==> config.mk <==
export PLATFORM = sky130hd
export DESIGN_NAME = phy_bringup_seq
export DESIGN_NICKNAME = d
export VERILOG_FILES = /design/src/rtl/phy_seq_pkg.sv /design/src/rtl/ctl_word_encode.sv /design/src/rtl/ability_resolver.sv /design/src/rtl/poll_budget.sv /design/src/rtl/phy_bringup_seq.sv
export SDC_FILE = /design/constraint.sdc
export NUM_CORES = 1
export LEC_CHECK = 0
export BUFFER_PORTS_ARGS = -buffer_cell sky130_fd_sc_hd__clkbuf_2
export CAP_MARGIN = 20
export CORE_MARGIN = 8
export CORE_UTILIZATION = 50
export DETAILED_ROUTE_END_ITERATION = 8
export PLACE_DENSITY_LB_ADDON = 0.15
export RECOVER_POWER = 100
export SYNTH_ARGS = -nofsm -noshare
export SYNTH_HDL_FRONTEND = slang
export SYNTH_SLANG_ARGS = --single-unit
==> constraint.sdc <==
create_clock -name clk -period 3.8 [get_ports clk]
set_input_delay 0.19 -clock clk [delete_from_list [all_inputs] [get_ports clk]]
set_output_delay 0.19 -clock clk [all_outputs]
set_load 0.02 [all_outputs]
==> src/rtl/phy_seq_pkg.sv <==
package phy_seq_pkg;

    localparam int DATA_W = 16;

    localparam logic [4:0] REG_CTL  = 5'd0;
    localparam logic [4:0] REG_STAT = 5'd1;
    localparam logic [4:0] REG_ID1  = 5'd2;
    localparam logic [4:0] REG_ID2  = 5'd3;

    localparam int ST_AN_DONE = 5;
    localparam int ST_LINK    = 2;
    localparam int ST_ABIL_LO = 11;

    localparam int CTL_SPEED   = 13;
    localparam int CTL_AN_EN   = 12;
    localparam int CTL_RESTART = 9;
    localparam int CTL_DUPLEX  = 8;

    localparam logic [2:0] MODE_AUTO = 3'd0;
    localparam logic [2:0] MODE_10F  = 3'd1;
    localparam logic [2:0] MODE_10H  = 3'd2;
    localparam logic [2:0] MODE_100F = 3'd3;
    localparam logic [2:0] MODE_100H = 3'd4;

    localparam logic [7:0] IPG_FULL = 8'h15;
    localparam logic [7:0] IPG_HALF = 8'h12;

    typedef enum logic [3:0] {
        S_IDLE,
        S_RD_ID1,
        S_WT_ID1,
        S_RD_ID2,
        S_WT_ID2,
        S_WR_CTL,
        S_WT_CTL,
        S_RD_AN,
        S_WT_AN,
        S_RD_LNK,
        S_WT_LNK,
        S_APPLY,
        S_FIN_OK,
        S_FIN_ERR
    } seq_state_t;

    typedef struct packed {
        logic is_full;
        logic is_half;
        logic is_100;
        logic is_10;
    } link_res_t;

endpackage

==> src/rtl/ctl_word_encode.sv <==
module ctl_word_encode
    import phy_seq_pkg::*;
(
    input  logic [2:0]        mode,
    output logic              valid,
    output logic [DATA_W-1:0] word
);
    always_comb begin
        valid = 1'b1;
        word  = '0;
        unique case (mode)
            MODE_AUTO: begin
                word[CTL_AN_EN]   = 1'b1;
                word[CTL_RESTART] = 1'b1;
            end
            MODE_10F:  word[CTL_DUPLEX] = 1'b1;
            MODE_10H:  word = '0;
            MODE_100F: begin
                word[CTL_SPEED]  = 1'b1;
                word[CTL_DUPLEX] = 1'b1;
            end
            MODE_100H: word[CTL_SPEED] = 1'b1;
            default:   valid = 1'b0;
        endcase
    end
endmodule

==> src/rtl/ability_resolver.sv <==
module ability_resolver
    import phy_seq_pkg::*;
(
    input  logic [4:0] abil,
    output link_res_t  res
);
    logic b100t4, b100f, b100h, b10f, b10h;

    assign {b100t4, b100f, b100h, b10f, b10h} = abil;

    always_comb begin
        res.is_full = b100f | b10f;
        res.is_half = b100h | b10h;
        res.is_100  = b100t4 | b100f | b100h;
        res.is_10   = b10f | b10h;
    end
endmodule

==> src/rtl/poll_budget.sv <==
module poll_budget #(
    parameter int LIMIT = 8
) (
    input  logic clk,
    input  logic rst_n,
    input  logic clear,
    input  logic tick,
    output logic last
);
    localparam int CNT_W = (LIMIT < 2) ? 1 : $clog2(LIMIT);

    logic [CNT_W-1:0] count_q;

    always_ff @(posedge clk or negedge rst_n) begin
        if (!rst_n) begin
            count_q <= '0;
        end else if (clear) begin
            count_q <= '0;
        end else if (tick) begin
            count_q <= count_q + 1'b1;
        end
    end

    assign last = (count_q == CNT_W'(LIMIT - 1));

    // a tick is only granted while budget remains
    assert_no_overflow_R6: assert property (@(posedge clk) disable iff (!rst_n)
        (tick && !clear) |-> !last);

    // the count never passes the limit
    assert_count_bound_R7: assert property (@(posedge clk) disable iff (!rst_n)
        32'(count_q) < LIMIT);
endmodule

==> src/rtl/phy_bringup_seq.sv <==
module phy_bringup_seq
    import phy_seq_pkg::*;
#(
    parameter int          ADDR_W     = 5,
    parameter int          IPG_W      = 7,
    parameter int          POLL_LIMIT = 8,
    parameter logic [15:0] ID1_EXPECT = 16'h2000,
    parameter logic [11:0] ID2_EXPECT = 12'h5C9
) (
    input  logic              clk,
    input  logic              rst_n,
    input  logic              start,
    input  logic [2:0]        mode,
    output logic              busy,
    output logic              mgmt_req,
    output logic              mgmt_we,
    output logic [ADDR_W-1:0] mgmt_addr,
    output logic [DATA_W-1:0] mgmt_wdata,
    input  logic              mgmt_done,
    input  logic [DATA_W-1:0] mgmt_rdata,
    output logic              mac_full_duplex,
    output logic              cmd_full_duplex,
    output logic              mac_speed_100,
    output logic [IPG_W-1:0]  mac_ipg,
    output logic              done,
    output logic              error
);
    localparam logic [IPG_W-1:0] GAP_FULL = IPG_W'(IPG_FULL);
    localparam logic [IPG_W-1:0] GAP_HALF = IPG_W'(IPG_HALF);

    seq_state_t state_q, state_d;
    logic [2:0]        mode_q;
    logic [DATA_W-1:0] id1_q;
    logic [4:0]        abil_q;
    logic              mode_ok;
    logic [DATA_W-1:0] ctl_word;
    logic              poll_last;
    logic              poll_clear;
    logic              poll_tick;
    logic              id_match;
    link_res_t         res;

    ctl_word_encode u_enc (
        .mode  (mode_q),
        .valid (mode_ok),
        .word  (ctl_word)
    );

    ability_resolver u_res (
        .abil (abil_q),
        .res  (res)
    );

    poll_budget #(.LIMIT(POLL_LIMIT)) u_budget (
        .clk   (clk),
        .rst_n (rst_n),
        .clear (poll_clear),
        .tick  (poll_tick),
        .last  (poll_last)
    );

    assign id_match = (id1_q == ID1_EXPECT) && (mgmt_rdata[15:4] == ID2_EXPECT);

    // state register
    always_ff @(posedge clk or negedge rst_n) begin
        if (!rst_n) state_q <= S_IDLE;
        else        state_q <= state_d;
    end

    // next state
    always_comb begin
        state_d = state_q;
        unique case (state_q)
            S_IDLE:   if (start) state_d = S_RD_ID1;
            S_RD_ID1: state_d = S_WT_ID1;
            S_WT_ID1: if (mgmt_done) state_d = S_RD_ID2;
            S_RD_ID2: state_d = S_WT_ID2;
            S_WT_ID2: if (mgmt_done) state_d = (id_match && mode_ok) ? S_WR_CTL : S_FIN_ERR;
            S_WR_CTL: state_d = S_WT_CTL;
            S_WT_CTL: if (mgmt_done) state_d = (mode_q == MODE_AUTO) ? S_RD_AN : S_RD_LNK;
            S_RD_AN:  state_d = S_WT_AN;
            S_WT_AN: begin
                if (mgmt_done) begin
                    if (mgmt_rdata[ST_AN_DONE]) state_d = S_RD_LNK;
                    else if (poll_last)         state_d = S_FIN_ERR;
                    else                        state_d = S_RD_AN;
                end
            end
            S_RD_LNK: state_d = S_WT_LNK;
            S_WT_LNK: begin
                if (mgmt_done) begin
                    if (mgmt_rdata[ST_LINK]) state_d = S_APPLY;
                    else if (poll_last)      state_d = S_FIN_ERR;
                    else                     state_d = S_RD_LNK;
                end
            end
            S_APPLY:   state_d = S_FIN_OK;
            S_FIN_OK:  state_d = S_IDLE;
            S_FIN_ERR: state_d = S_IDLE;
            default:   state_d = S_IDLE;
        endcase
    end

    // poll budget control
    always_comb begin
        poll_clear = (state_q == S_IDLE) || (state_q == S_WT_CTL) ||
                     (state_q == S_WT_AN && mgmt_done && mgmt_rdata[ST_AN_DONE]);
        poll_tick  = mgmt_done && !poll_last &&
                     ((state_q == S_WT_AN  && !mgmt_rdata[ST_AN_DONE]) ||
                      (state_q == S_WT_LNK && !mgmt_rdata[ST_LINK]));
    end

    // request and status outputs
    always_comb begin
        mgmt_req   = 1'b0;
        mgmt_we    = 1'b0;
        mgmt_addr  = '0;
        mgmt_wdata = '0;
        unique case (state_q)
            S_RD_ID1: begin mgmt_req = 1'b1; mgmt_addr = ADDR_W'(REG_ID1); end
            S_RD_ID2: begin mgmt_req = 1'b1; mgmt_addr = ADDR_W'(REG_ID2); end
            S_WR_CTL: begin
                mgmt_req   = 1'b1;
                mgmt_we    = 1'b1;
                mgmt_addr  = ADDR_W'(REG_CTL);
                mgmt_wdata = ctl_word;
            end
            S_RD_AN, S_RD_LNK: begin mgmt_req = 1'b1; mgmt_addr = ADDR_W'(REG_STAT); end
            default: ;
        endcase
        busy  = (state_q != S_IDLE);
        done  = (state_q == S_FIN_OK);
        error = (state_q == S_FIN_ERR);
    end

    // captured data and MAC settings
    always_ff @(posedge clk or negedge rst_n) begin
        if (!rst_n) begin
            mode_q          <= '0;
            id1_q           <= '0;
            abil_q          <= '0;
            mac_full_duplex <= 1'b0;
            cmd_full_duplex <= 1'b0;
            mac_speed_100   <= 1'b0;
            mac_ipg         <= '0;
        end else begin
            if (state_q == S_IDLE && start)     mode_q <= mode;
            if (state_q == S_WT_ID1 && mgmt_done) id1_q <= mgmt_rdata;
            if (state_q == S_WT_LNK && mgmt_done) abil_q <= mgmt_rdata[ST_ABIL_LO +: 5];
            if (state_q == S_APPLY) begin
                if (res.is_full) begin
                    mac_full_duplex <= 1'b1;
                    cmd_full_duplex <= 1'b1;
                    mac_ipg         <= GAP_FULL;
                end else if (res.is_half) begin
                    mac_full_duplex <= 1'b0;
                    cmd_full_duplex <= 1'b0;
                    mac_ipg         <= GAP_HALF;
                end
                if (res.is_100)     mac_speed_100 <= 1'b1;
                else if (res.is_10) mac_speed_100 <= 1'b0;
            end
        end
    end

    // requests are single-cycle pulses
    assert_req_pulse_R2: assert property (@(posedge clk) disable iff (!rst_n)
        mgmt_req |=> !mgmt_req);

    // writes only ever target the control register
    assert_write_ctl_R5: assert property (@(posedge clk) disable iff (!rst_n)
        (mgmt_req && mgmt_we) |-> (mgmt_addr == ADDR_W'(REG_CTL)));

    // MAC settings change only right before a done pulse
    assert_settings_hold_R10: assert property (@(posedge clk) disable iff (!rst_n)
        !($stable(mac_ipg) && $stable(mac_speed_100) && $stable(mac_full_duplex)) |-> done);

    // the two duplex outputs agree
    assert_duplex_pair_R8: assert property (@(posedge clk) disable iff (!rst_n)
        mac_full_duplex == cmd_full_duplex);

    // busy rises only in answer to start
    assert_busy_start_R11: assert property (@(posedge clk) disable iff (!rst_n)
        $rose(busy) |-> $past(start));

    // completion pulses last one cycle and never overlap
    assert_done_pulse_R11: assert property (@(posedge clk) disable iff (!rst_n)
        (done || error) |=> !(done || error));
endmodule

==> flow_metrics.env <==
export IMPL_num_io_pins=59
export IMPL_clkPwrFrac_pct=16.2
export IMPL_drcViolationCount=0
export IMPL_finalSetupTns_ns=0
export IMPL_worstSkewPairLatency_ns=0.29
export IMPL_drtPass1Iterations=4
export IMPL_finalCriticalPeriod_ns=2.66
export IMPL_antenna_left=0
export IMPL_synth_avg_cell_area_sq_um=10.5
export IMPL_cts_resized=0
export IMPL_cts_root_buf="clkbuf_8"
export IMPL_peakVddDrop_uv=324
export IMPL_worstHoldStart="mgmt_rdata[1]"
export IMPL_internal_power_w=0.000974
export IMPL_path_max_fanout=18
export IMPL_min_to="id1_q[1]"
export IMPL_dp_hpwl_um=3110
export IMPL_slew_violations=36
export IMPL_synthTopCellsByArea="dfrtp_1 (43%), buf_4 (8.1%), mux2_2 (7.7%)"
export IMPL_crit_type="register to register"
export IMPL_hold_viol=0
export IMPL_netlist_area_sq_um=2030
export IMPL_rows=23
export IMPL_violations="capacitance limit, slew limit"
export IMPL_ys_flop_type="dfrtp_1"
export IMPL_worstPathArrival_ns=2.84
export IMPL_end_kind="register"
export IMPL_hold_buffers=0
export IMPL_max_cap_violations=1
export IMPL_hold_path_depth=2
export IMPL_drt_wl_total_um=4180
export IMPL_port_buffer_count=40
export IMPL_maxSlewHeadroom_pct=-21.8
export IMPL_core_sq_um=3970
export IMPL_postCtsSetupRepairBufs=0
export IMPL_fp_dieArea_sq_um=6370
export IMPL_overflow=0
export IMPL_final_nets=253
export IMPL_grt_pass1_vias=1417
export IMPL_cts_clk_slew_worst_paths_ns=0.07
export IMPL_drt_initial_drc_count=153
export IMPL_netlist_area_leader_share_pct=43.1
export IMPL_clock_path_buffers=2
export IMPL_yosysTopAreaCell="dfrtp_1"
export IMPL_r2r_cells=4
export IMPL_swShare_pct=40.9
export IMPL_utilization_pct=54.7
export IMPL_async_flop_share_pct=100
export IMPL_fp_dieH_um=79.8
export IMPL_hold_class="input pin to register"
export IMPL_cts_tree="built"
export IMPL_cellLeakagePower_nw=0.974
export IMPL_regToRegEndpoint="id1_q[8]"
export IMPL_die_w_um=79.8
export IMPL_ys_seq_area_share_pct=43.1
export IMPL_globalplace_congestion=0.817
export IMPL_avgRoutedWirePerCell_um=15.0
export IMPL_combPwrFrac_pct=40.5
export IMPL_num_antenna_cells=0
export IMPL_layout_common_cells="dfrtp_1 (35), clkbuf_2 (22), nor2_1 (20)"
export IMPL_grt_usage_pct=13.6
export IMPL_grt_max_degree=36
export IMPL_power_frac_seq_pct=43.3
export IMPL_ys_types=44
export IMPL_worst_pin_slew_ns=1.83
export IMPL_cp_start_kind="register"
export IMPL_yosys_warnings=0
export IMPL_setup_viol=0
export IMPL_start_util_pct=51.2
export IMPL_antenna_found_initial=0
export IMPL_layout_commonest_cell="dfrtp_1"
export IMPL_power_density_nw_per_um2=759
export IMPL_skew_ns=0.00480
export IMPL_viasPerCell=5.23
export IMPL_synth_edf_count=0
export IMPL_grt_pass1_wl_um=6890
export IMPL_netlist_instances=193
export IMPL_synth_seq_cells=35
export IMPL_min_period_over_period_pct=70.1
export IMPL_h_tree_depth=2
export IMPL_area_growth_pct=6.70
export IMPL_rrSetupSlack_ns=1.14
export IMPL_cts_sinks=35
export IMPL_vias=1458
export IMPL_reg2reg_from="state_q[1]"
export IMPL_clock_fmax_mhz=375
export IMPL_grt_setup_unrepaired="false"
export IMPL_layout_drive_gt1_share_pct=21.4
export IMPL_cts_buffers=5
export IMPL_power_switching_w=0.000674
export IMPL_required_ns=3.98
export IMPL_outcome="finished, violations left"
metal layers:
layer	share of wire, %	GRT usage [%]	wire length [um]	vias to the layer above
li1	-	-	-	711
met1	44	17.7	1830	693
met2	46	20.1	1910	49
met3	9.2	5.18	383	5
met4	1.2	4.55	49	0
met5	0	0	0	-
cell usage after synthesis, types with 3 or more instances:
cell       n
a21oi_1    8
and2_1     3
buf_4     22
clkbuf_1   5
dfrtp_1   35
mux2_2    14
mux2_4    10
mux2i_1    4
nand2_1    9
nand3_1    3
nand4_1    3
nor2_1    20
nor2b_1    4
nor3_1     3
nor4_1     4
nor4b_1    3
o21ai_0   10
how the worst max path moves through the flow:
stage                          start              to  slack (ns)  cells after the start
final                     state_q[1]        id1_q[8]        1.14                      4
after global routing      state_q[1]        id1_q[8]        0.92                      4
after CTS                 state_q[1]        id1_q[8]        1.34                      4
after detailed placement  state_q[1]        id1_q[8]        1.36                      4
after global placement    state_q[1]        id1_q[8]        1.38                      4
after floorplan           state_q[2]  mgmt_wdata[12]        1.58                      5
logic make-up (layout without fill, tap and decap cells):
kind of cell,after synthesis,in the layout,synth area share [%]
AND/OR/NAND/NOR,63,63,17.2
flip-flops,35,35,43.1
buffers and inverters,33,52,11.5
AO/OA/AOI/OAI,30,30,9.29
multiplexers,28,28,17.1
adder cells (fa/ha/maj),2,2,1.23
other,1,18,0.184
XOR/XNOR,1,1,0.431
sequential cells by signal, summed over array words and instances, names as in the netlist:
name and count:
id1_q 16, abil_q 5, state_q 4, mac_ipg 3
mode_q 3, u_budget.count_q 3, mac_speed_100 1
critical path, cell delays in order (launching register included):
cell and delay, ns:
dfrtp_1 0.70, clkinvlp_2 0.35, or3_1 0.48, nor3_4 0.60, mux2_2 0.41
per-stage QoR:
| step | total power (W) | cell area (sq um) | cells | hold slack, ns | setup slack [ns] |
|---|---|---|---|---|---|
| after floorplan | 0.00132 | 2100 | 210 | -0.106 | 1.58 |
| after global placement | 0.00145 | 2150 | 271 | 0.341 | 1.38 |
| after detailed placement | 0.00146 | 2150 | 271 | 0.349 | 1.36 |
| after CTS | 0.00173 | 2230 | 279 | 0.0359 | 1.34 |
| after global routing | 0.00179 | 2170 | 279 | 0.131 | 0.924 |
| final | 0.00165 | 2170 | 279 | 0.119 | 1.14 |
power groups by stage:
stage | combinational (W) | clock [W] | sequential (W)
6_report | 0.000668 | 0.000267 | 0.000713
5_1_grt | 0.000749 | 0.000290 | 0.000747
4_1_cts | 0.000743 | 0.000273 | 0.000717
3_5_place_dp | 0.000741 | 0 | 0.000724
3_3_place_gp | 0.000729 | 0 | 0.000722
2_1_floorplan | 0.000647 | 0 | 0.000675
cell type report:
cell class	instances	area [sq um]
Timing Repair Buffer	41	185
Sequential cell	35	876
Fill cell	382	1800
Multi-Input combinational cell	142	950
Clock inverter	2	12.5
Clock buffer	6	72.6
Inverter	3	12.5
Tap cell	50	62.6
No activity file was read; power rests on OpenSTA's default activity.
